--- src/rtl/f2i_pkg.sv ---
package f2i_pkg;
    localparam int FP_W     = 64;
    localparam int EXP_W    = 11;
    localparam int FRAC_W   = 52;
    localparam int MANT_W   = FRAC_W + 1;
    localparam int BIAS     = 1023;
    localparam int INT_W    = 64;
    localparam int NARROW_W = 32;
    localparam int GS_W     = MANT_W + 2;
    localparam int EXT_W    = MANT_W + GS_W;
    localparam int EXC_W    = 3;
    localparam int STK_W    = 5;
    localparam int COND_W   = 4;

    // exponent at which the significand LSB has weight one
    localparam logic [EXP_W-1:0] E_UNIT = EXP_W'(BIAS + FRAC_W);
    // smallest exponent whose magnitude is certain to reach 2^INT_W
    localparam logic [EXP_W-1:0] E_BIG  = EXP_W'(BIAS + FRAC_W + INT_W - MANT_W + 1);

    localparam int SK_FX = 4;
    localparam int SK_VX = 3;
    localparam int SK_CVI = 2;
    localparam int SK_SNAN = 1;
    localparam int SK_XX = 0;

    typedef enum logic [1:0] {
        RM_NEAR = 2'b00,
        RM_ZERO = 2'b01,
        RM_PINF = 2'b10,
        RM_NINF = 2'b11
    } rmode_e;

    typedef enum logic [2:0] {
        S_IDLE,
        S_DECODE,
        S_ALIGN,
        S_ROUND,
        S_DONE
    } state_e;

    typedef struct packed {
        logic              sign;
        logic [EXP_W-1:0]  exp;
        logic [MANT_W-1:0] mant;
        logic              is_nan;
        logic              is_snan;
        logic              is_big;
    } unpk_t;

    typedef struct packed {
        logic             sign;
        logic [INT_W-1:0] mag;
        logic             guard;
        logic             sticky;
        logic             is_nan;
        logic             is_snan;
        logic             is_big;
    } algn_t;

    typedef struct packed {
        logic [INT_W-1:0] value;
        logic             cvi;
        logic             snan;
        logic             xx;
    } cvt_t;
endpackage

--- src/rtl/f2i_unpack.sv ---
module f2i_unpack
    import f2i_pkg::*;
(
    input  logic [FP_W-1:0] bits_i,
    output unpk_t           unpk_o
);
    logic [EXP_W-1:0]  exp_f;
    logic [FRAC_W-1:0] frac_f;
    logic              all_ones;

    always_comb begin
        exp_f          = bits_i[FP_W-2 -: EXP_W];
        frac_f         = bits_i[FRAC_W-1:0];
        all_ones       = &exp_f;
        unpk_o.sign    = bits_i[FP_W-1];
        unpk_o.exp     = exp_f;
        unpk_o.mant    = {(exp_f != '0), frac_f};
        unpk_o.is_nan  = all_ones && (frac_f != '0);
        unpk_o.is_snan = all_ones && (frac_f != '0) && !frac_f[FRAC_W-1];
        unpk_o.is_big  = all_ones || (exp_f >= E_BIG);
    end
endmodule

--- src/rtl/f2i_align.sv ---
module f2i_align
    import f2i_pkg::*;
(
    input  unpk_t unpk_i,
    output algn_t algn_o
);
    logic [EXP_W-1:0] lsh;
    logic [EXP_W-1:0] rsh;
    logic [EXP_W-1:0] rcl;
    logic [EXT_W-1:0] ext;
    logic [INT_W-1:0] lmag;

    always_comb begin
        lsh  = unpk_i.exp - E_UNIT;
        rsh  = E_UNIT - unpk_i.exp;
        // beyond GS_W every significand bit is already in the sticky field
        rcl  = (rsh > EXP_W'(GS_W)) ? EXP_W'(GS_W) : rsh;
        ext  = {unpk_i.mant, {GS_W{1'b0}}} >> rcl;
        lmag = INT_W'(unpk_i.mant) << lsh;

        algn_o.sign    = unpk_i.sign;
        algn_o.is_nan  = unpk_i.is_nan;
        algn_o.is_snan = unpk_i.is_snan;
        algn_o.is_big  = unpk_i.is_big;
        if (unpk_i.exp >= E_UNIT) begin
            algn_o.mag    = lmag;
            algn_o.guard  = 1'b0;
            algn_o.sticky = 1'b0;
        end else begin
            algn_o.mag    = INT_W'(ext[EXT_W-1:GS_W]);
            algn_o.guard  = ext[GS_W-1];
            algn_o.sticky = |ext[GS_W-2:0];
        end
    end
endmodule

--- src/rtl/f2i_round.sv ---
module f2i_round
    import f2i_pkg::*;
(
    input  algn_t  algn_i,
    input  rmode_e mode_i,
    input  logic   narrow_i,
    output cvt_t   cvt_o
);
    localparam logic [INT_W:0]   LIM_W   = (INT_W+1)'(1) << (INT_W-1);
    localparam logic [INT_W:0]   LIM_N   = (INT_W+1)'(1) << (NARROW_W-1);
    localparam logic [INT_W-1:0] PMAX_W  = {1'b0, {(INT_W-1){1'b1}}};
    localparam logic [INT_W-1:0] NMIN_W  = {1'b1, {(INT_W-1){1'b0}}};
    localparam logic [INT_W-1:0] PMAX_N  = INT_W'({1'b0, {(NARROW_W-1){1'b1}}});
    localparam logic [INT_W-1:0] NMIN_N  = {{(INT_W-NARROW_W+1){1'b1}}, {(NARROW_W-1){1'b0}}};

    logic             inexact;
    logic             inc;
    logic [INT_W:0]   rmag;
    logic [INT_W:0]   lim;
    logic             ovf;
    logic [INT_W-1:0] smag;
    logic [INT_W-1:0] sval;
    logic [INT_W-1:0] pmax;
    logic [INT_W-1:0] nmin;

    always_comb begin
        inexact = algn_i.guard | algn_i.sticky;
        unique case (mode_i)
            RM_NEAR: inc = algn_i.guard & (algn_i.sticky | algn_i.mag[0]);
            RM_ZERO: inc = 1'b0;
            RM_PINF: inc = !algn_i.sign & inexact;
            RM_NINF: inc = algn_i.sign & inexact;
        endcase
        rmag = {1'b0, algn_i.mag} + (INT_W+1)'(inc);
        lim  = narrow_i ? LIM_N : LIM_W;
        pmax = narrow_i ? PMAX_N : PMAX_W;
        nmin = narrow_i ? NMIN_N : NMIN_W;
        // negative side may reach exactly the limit, positive side may not
        ovf  = algn_i.sign ? (rmag > lim) : (rmag >= lim);
        smag = rmag[INT_W-1:0];
        sval = algn_i.sign ? (~smag + INT_W'(1)) : smag;

        if (algn_i.is_nan) begin
            cvt_o.value = nmin;
            cvt_o.cvi   = 1'b1;
            cvt_o.snan  = algn_i.is_snan;
            cvt_o.xx    = 1'b0;
        end else if (algn_i.is_big || ovf) begin
            cvt_o.value = algn_i.sign ? nmin : pmax;
            cvt_o.cvi   = 1'b1;
            cvt_o.snan  = 1'b0;
            cvt_o.xx    = 1'b0;
        end else begin
            cvt_o.value = sval;
            cvt_o.cvi   = 1'b0;
            cvt_o.snan  = 1'b0;
            cvt_o.xx    = inexact;
        end
    end
endmodule

--- src/rtl/f2i_status.sv ---
module f2i_status
    import f2i_pkg::*;
(
    input  logic              clk,
    input  logic              rst_n,
    input  logic              clr_i,
    input  logic              upd_i,
    input  logic              record_i,
    input  logic [1:0]        trap_en_i,
    input  logic              cvi_i,
    input  logic              snan_i,
    input  logic              xx_i,
    output logic [STK_W-1:0]  sticky_o,
    output logic              fex_o,
    output logic [COND_W-1:0] cond_o
);
    logic [STK_W-1:0]  stk_q;
    logic [STK_W-1:0]  stk_base;
    logic [STK_W-1:0]  stk_new;
    logic [STK_W-1:0]  stk_d;
    logic              fex_d;
    logic [COND_W-1:0] cond_q;

    always_comb begin
        stk_base = clr_i ? '0 : stk_q;
        stk_new  = '0;
        if (upd_i) begin
            stk_new[SK_FX]   = cvi_i | snan_i | xx_i;
            stk_new[SK_VX]   = cvi_i | snan_i;
            stk_new[SK_CVI]  = cvi_i;
            stk_new[SK_SNAN] = snan_i;
            stk_new[SK_XX]   = xx_i;
        end
        stk_d = stk_base | stk_new;
        fex_d = (stk_d[SK_VX] & trap_en_i[1]) | (stk_d[SK_XX] & trap_en_i[0]);
    end

    always_ff @(posedge clk or negedge rst_n) begin
        if (!rst_n) begin
            stk_q  <= '0;
            cond_q <= '0;
        end else begin
            stk_q <= stk_d;
            if (upd_i && record_i) begin
                cond_q <= {stk_d[SK_FX], fex_d, stk_d[SK_VX], 1'b0};
            end
        end
    end

    assign sticky_o = stk_q;
    assign fex_o    = (stk_q[SK_VX] & trap_en_i[1]) | (stk_q[SK_XX] & trap_en_i[0]);
    assign cond_o   = cond_q;
endmodule

--- src/rtl/f2i_convert.sv ---
module f2i_convert
    import f2i_pkg::*;
(
    input  logic              clk,
    input  logic              rst_n,
    input  logic              start_i,
    input  logic [FP_W-1:0]   operand_i,
    input  logic [1:0]        rmode_i,
    input  logic              trunc_i,
    input  logic              narrow_i,
    input  logic              record_i,
    input  logic [1:0]        trap_en_i,
    input  logic              sticky_clr_i,
    output logic              busy_o,
    output logic              done_o,
    output logic [INT_W-1:0]  result_o,
    output logic [EXC_W-1:0]  exc_o,
    output logic [STK_W-1:0]  sticky_o,
    output logic              fex_o,
    output logic [COND_W-1:0] cond_o
);
    state_e           state_q;
    state_e           state_d;

    logic [FP_W-1:0]  op_q;
    rmode_e           rmode_q;
    logic             trunc_q;
    logic             narrow_q;
    logic             record_q;
    rmode_e           mode_eff;

    unpk_t            unpk_d;
    unpk_t            unpk_q;
    algn_t            algn_d;
    algn_t            algn_q;
    cvt_t             cvt_d;

    logic [INT_W-1:0] result_q;
    logic [EXC_W-1:0] exc_q;
    logic             upd;

    // state register
    always_ff @(posedge clk or negedge rst_n) begin
        if (!rst_n) begin
            state_q <= S_IDLE;
        end else begin
            state_q <= state_d;
        end
    end

    // transitions
    always_comb begin
        state_d = state_q;
        unique case (state_q)
            S_IDLE:   if (start_i) state_d = S_DECODE;
            S_DECODE: state_d = S_ALIGN;
            S_ALIGN:  state_d = S_ROUND;
            S_ROUND:  state_d = S_DONE;
            S_DONE:   state_d = S_IDLE;
            default:  state_d = S_IDLE;
        endcase
    end

    // outputs
    always_comb begin
        busy_o = (state_q != S_IDLE);
        done_o = (state_q == S_DONE);
        upd    = (state_q == S_ROUND);
    end

    assign mode_eff = trunc_q ? RM_ZERO : rmode_q;

    f2i_unpack u_unpack (
        .bits_i (op_q),
        .unpk_o (unpk_d)
    );

    f2i_align u_align (
        .unpk_i (unpk_q),
        .algn_o (algn_d)
    );

    f2i_round u_round (
        .algn_i   (algn_q),
        .mode_i   (mode_eff),
        .narrow_i (narrow_q),
        .cvt_o    (cvt_d)
    );

    // datapath registers, one stage per state
    always_ff @(posedge clk or negedge rst_n) begin
        if (!rst_n) begin
            op_q     <= '0;
            rmode_q  <= RM_NEAR;
            trunc_q  <= 1'b0;
            narrow_q <= 1'b0;
            record_q <= 1'b0;
            unpk_q   <= '0;
            algn_q   <= '0;
            result_q <= '0;
            exc_q    <= '0;
        end else begin
            unique case (state_q)
                S_IDLE: begin
                    if (start_i) begin
                        op_q     <= operand_i;
                        rmode_q  <= rmode_e'(rmode_i);
                        trunc_q  <= trunc_i;
                        narrow_q <= narrow_i;
                        record_q <= record_i;
                    end
                end
                S_DECODE: unpk_q <= unpk_d;
                S_ALIGN:  algn_q <= algn_d;
                S_ROUND: begin
                    result_q <= cvt_d.value;
                    exc_q    <= {cvt_d.cvi, cvt_d.snan, cvt_d.xx};
                end
                S_DONE: ;
                default: ;
            endcase
        end
    end

    f2i_status u_status (
        .clk       (clk),
        .rst_n     (rst_n),
        .clr_i     (sticky_clr_i),
        .upd_i     (upd),
        .record_i  (record_q),
        .trap_en_i (trap_en_i),
        .cvi_i     (cvt_d.cvi),
        .snan_i    (cvt_d.snan),
        .xx_i      (cvt_d.xx),
        .sticky_o  (sticky_o),
        .fex_o     (fex_o),
        .cond_o    (cond_o)
    );

    assign result_o = result_q;
    assign exc_o    = exc_q;
endmodule

--- config.mk ---
export PLATFORM = sky130hd
export DESIGN_NAME = f2i_convert
export DESIGN_NICKNAME = d
export VERILOG_FILES = /design/src/rtl/f2i_pkg.sv /design/src/rtl/f2i_unpack.sv /design/src/rtl/f2i_align.sv /design/src/rtl/f2i_round.sv /design/src/rtl/f2i_status.sv /design/src/rtl/f2i_convert.sv
export SDC_FILE = /design/constraint.sdc
export NUM_CORES = 1
export LEC_CHECK = 0
export BUFFER_PORTS_ARGS = -buffer_cell sky130_fd_sc_hd__buf_2
export CAP_MARGIN = 20
export CORE_ASPECT_RATIO = 0.6
export CORE_UTILIZATION = 55
export CTS_CLUSTER_SIZE = 20
export DETAILED_ROUTE_END_ITERATION = 8
export PLACE_DENSITY = 0.76
export SLEW_MARGIN = 20
export SYNTH_ARGS = -nofsm -noshare
export SYNTH_HDL_FRONTEND = slang
export SYNTH_HIERARCHICAL = 1
export SYNTH_SLANG_ARGS = --single-unit
--- constraint.sdc ---
create_clock -name clk -period 6.6 [get_ports clk]
set_input_delay 0.33 -clock clk [delete_from_list [all_inputs] [get_ports clk]]
set_output_delay 0.33 -clock clk [all_outputs]
set_load 0.05 [all_outputs]
==> impl_metrics.py <==
metrics = {
    "clock_network": {
        "cts_sinks": 285,
        "insertion_delay_ns": 0.59,
        "clockBufferDepth": 3,
        "cts-root-buf": "clkbuf_16",
        "cts_tree": "yes",
        "cts_made_buffers": 28,
        "post-cts-setup-buffers": 0,
        "clk_pin_slew_ns": 0.06,
        "h-tree-depth": 1,
    },
    "timing": {
        "period_minus_slack_ns": 6.25,
        "hold_slack_ns": 0.0346,
        "slew_viol_final": 0,
        "fin_crit_sh": 0.947,
        "worst_slack_ns": 0.348,
        "worst_pin_slew_ns": 1.43,
        "setup_viol": 0,
        "hold_viol": 0,
        "fmax_mhz": 160,
        "timing.setup.tns_ns": 0,
        "skew_ns": 0.0177,
        "slew-limit-headroom": 0.0366,
        "rsz0062_at_grt": "no",
    },
    "setup_path": {
        "required_ns": 7.07,
        "crit_fanout": 11,
        "crit_type": "reg2reg",
        "worstSetupEndpointType": "register",
        "worstPathArrival_ns": 6.72,
        "crit_path_start_kind": "register",
    },
    "grt": {
        "grt_remaining_overflow": 0,
        "antenna_found_initial": 5,
        "grt_max_degree": 162,
        "grtUsageTotal": 0.477,
        "grt_pass1_vias": 25500,
        "grt_pass1_wl_um": 170000,
    },
    "job": {
        "cap_viol_max_count": 0,
    },
    "cells_and_area": {
        "multi_input_area_um2": 16900,
        "area_growth_pct": 10.1,
        "layout-drive-gt1-share": 0.229,
        "final_area_um2": 28400,
        "n_fill_cell": 3984,
        "regArea_um2": 7140,
        "fin_nets": 3181,
    },
    "synth": {
        "synth_edf_count": 0,
        "synth.most_common_cell": "nand2_1",
        "syn_nets": 3154,
        "netlist_instances": 3069,
        "ys_types": 109,
        "async_reset_ff_frac": 1.00,
        "ys.warnings.count": 6,
        "syn_area_per_cell_um2": 8.40,
        "yosysTopAreaCellShare": 0.277,
        "ys_ff_latch": 285,
        "yosysTopAreaCell": "dfrtp_1",
        "synthTopCellsByCount": "nand2_1, dfrtp_1, mux2_2",
        "ys.flop_type": "dfrtp_1",
        "synth_area_um2": 25800,
        "ys_top_cells_by_area": "dfrtp_1, mux2_2, nand2_1",
        "synth.yosys.seq_area_share": 0.277,
    },
    "placed_design": {
        "placed_cell_area_um2": 26600,
        "dpl.hpwl_um": 86400,
        "gp_congestion": 1.23,
        "place_ws_ns": 0.664,
        "port_buffers": 152,
    },
    "floorplanning": {
        "start_util": 0.557,
        "die_width_um": 281,
        "die_y_um": 170,
        "core_area_um2": 46300,
        "rows": 61,
        "die_area_um2": 47800,
        "io_pins": 154,
    },
    "routing": {
        "drtAntennaViolNets": 0,
        "drt_pass1_iterations": 9,
        "drt-initial-drc-count": 4977,
        "viasPerCell": 7.43,
        "drc_errors": 15,
        "drt-total-wl_um": 116000,
        "vias": 27900,
        "wl_per_cell_um": 30.9,
    },
    "status": {
        "violations": "DRC",
        "status": "complete, but fails checks",
    },
    "min_path": {
        "hold_class": "in2reg",
    },
}
==> through the flow <==
stage,cells,utilization
2_1_floorplan,3069,-
3_3_place_gp,3627,0.575
3_5_place_dp,3627,0.575
4_1_cts,3747,0.613
5_1_grt,3749,0.614
6_report,3749,0.614
==> worst max-delay path, stage by stage, from the launching register on <==
cell and delay [ns]:
dfrtp_1 0.41, nor2b_1 0.21, o21a_1 0.15, nor2_1 0.04, a211oi_1 0.21, ha_1 0.36
ha_1 0.33, and4_1 0.44, nand2_1 0.34, nor4_4 0.53, xnor2_1 0.22, nand3_1 0.23
nor4_2 0.49, nand4_2 0.39, o21ai_1 1.02, and3_1 0.34, o22ai_1 0.11, mux2_2 0.29
==> area by class of cell <==
class                           instances  area share
Inverter                               40     0.00529
Timing Repair Buffer                  334      0.0827
Multi-Input combinational cell       2407       0.595
Clock buffer                           32      0.0263
Sequential cell                       285       0.251
Antenna cell                            2    0.000176
Tap cell                              630      0.0278
Clock inverter                         19      0.0110
==> layout by cell type (no fill, tap or decap), types with 20 or more instances in the layout <==
master	Yosys	layout
clkbuf_16	0	28
o211ai_1	33	33
a31oi_1	43	42
a21oi_1	132	131
a211oi_1	56	56
nor2_1	225	224
nor4_1	70	69
o21ai_0	156	155
dlygate4sd3_1	0	69
nor3_1	99	97
nand3_1	103	102
dfrtp_1	285	283
o31ai_1	28	28
or4_1	21	21
xor2_1	39	37
or3_1	27	27
mux4_2	29	29
mux2_2	283	283
inv_1	37	37
nand2_1	311	311
mux2i_1	88	88
and2_1	20	20
o22ai_1	95	95
buf_2	68	151
and3_1	33	33
nand4_1	62	62
buf_4	84	110
xnor2_1	75	71
==> sequential cells by signal, indices dropped and copies added (netlist names) <==
signal / cells
algn_q: 70
unpk_q: 68
op_q: 64
result_o: 64
u_status/sticky_o: 5
exc_o: 3
state_q: 3
u_status/cond_o: 3
rmode_q: 2
narrow_q: 1
record_q: 1
trunc_q: 1
==> layer usage <==
layer | share of wire | GRT usage | wire [um]
met5 | 0.0050 | 0.0738 | 582
met4 | 0.025 | 0.0829 | 2930
met3 | 0.19 | 0.279 | 22300
met2 | 0.36 | 0.586 | 41700
met1 | 0.42 | 0.695 | 48300
==> path summary, 6_finish.rpt <==
| check | startpoint | end | slack [ns] | cells past startpoint |
|---|---|---|---|---|
| max | trunc_q$_DFFE_PN0P_ | result_o[3]$_DFFE_PN0P_ | 0.35 | 17 |
| max reg2reg | trunc_q$_DFFE_PN0P_ | result_o[3]$_DFFE_PN0P_ | 0.35 | 17 |
| min reg2reg | result_o[27]$_DFFE_PN0P_ | result_o[27]$_DFFE_PN0P_ | 0.50 | 1 |
| min in group asynchronous | rst_n | op_q[40]$_DFFE_PN0P_ | 0.41 | 2 |
| max in group asynchronous | rst_n | result_o[58]$_DFFE_PN0P_ | 4.75 | 3 |
| min | sticky_clr_i | u_status/sticky_o[2]$_DFF_PN0_ | 0.03 | 2 |
==> kinds of logic (layout without fill, tap and decap cells) <==
logic type / count (synthesis) / count (layout) / share of synthesized area
AO/OA/AOI/OAI: 777 / 777 / 0.202
XOR/XNOR: 114 / 114 / 0.0387
adder cells (fa/ha/maj): 10 / 10 / 0.00485
buffers and inverters: 377 / 425 / 0.0734
flip-flops: 285 / 285 / 0.277
multiplexers: 411 / 411 / 0.188
other: 1 / 3 / 0.000145
AND/OR/NAND/NOR: 1094 / 1094 / 0.217
==> what timing repair did <==
item                                   CTS  global route
resized for setup                        0             2
hold buffers                            69             0
endpoints found under the hold margin  192             0
setup endpoints to repair                0            41
Power is not shown: default switching activity piles up to over one toggle a cycle in this logic, so the estimate is an artifact.
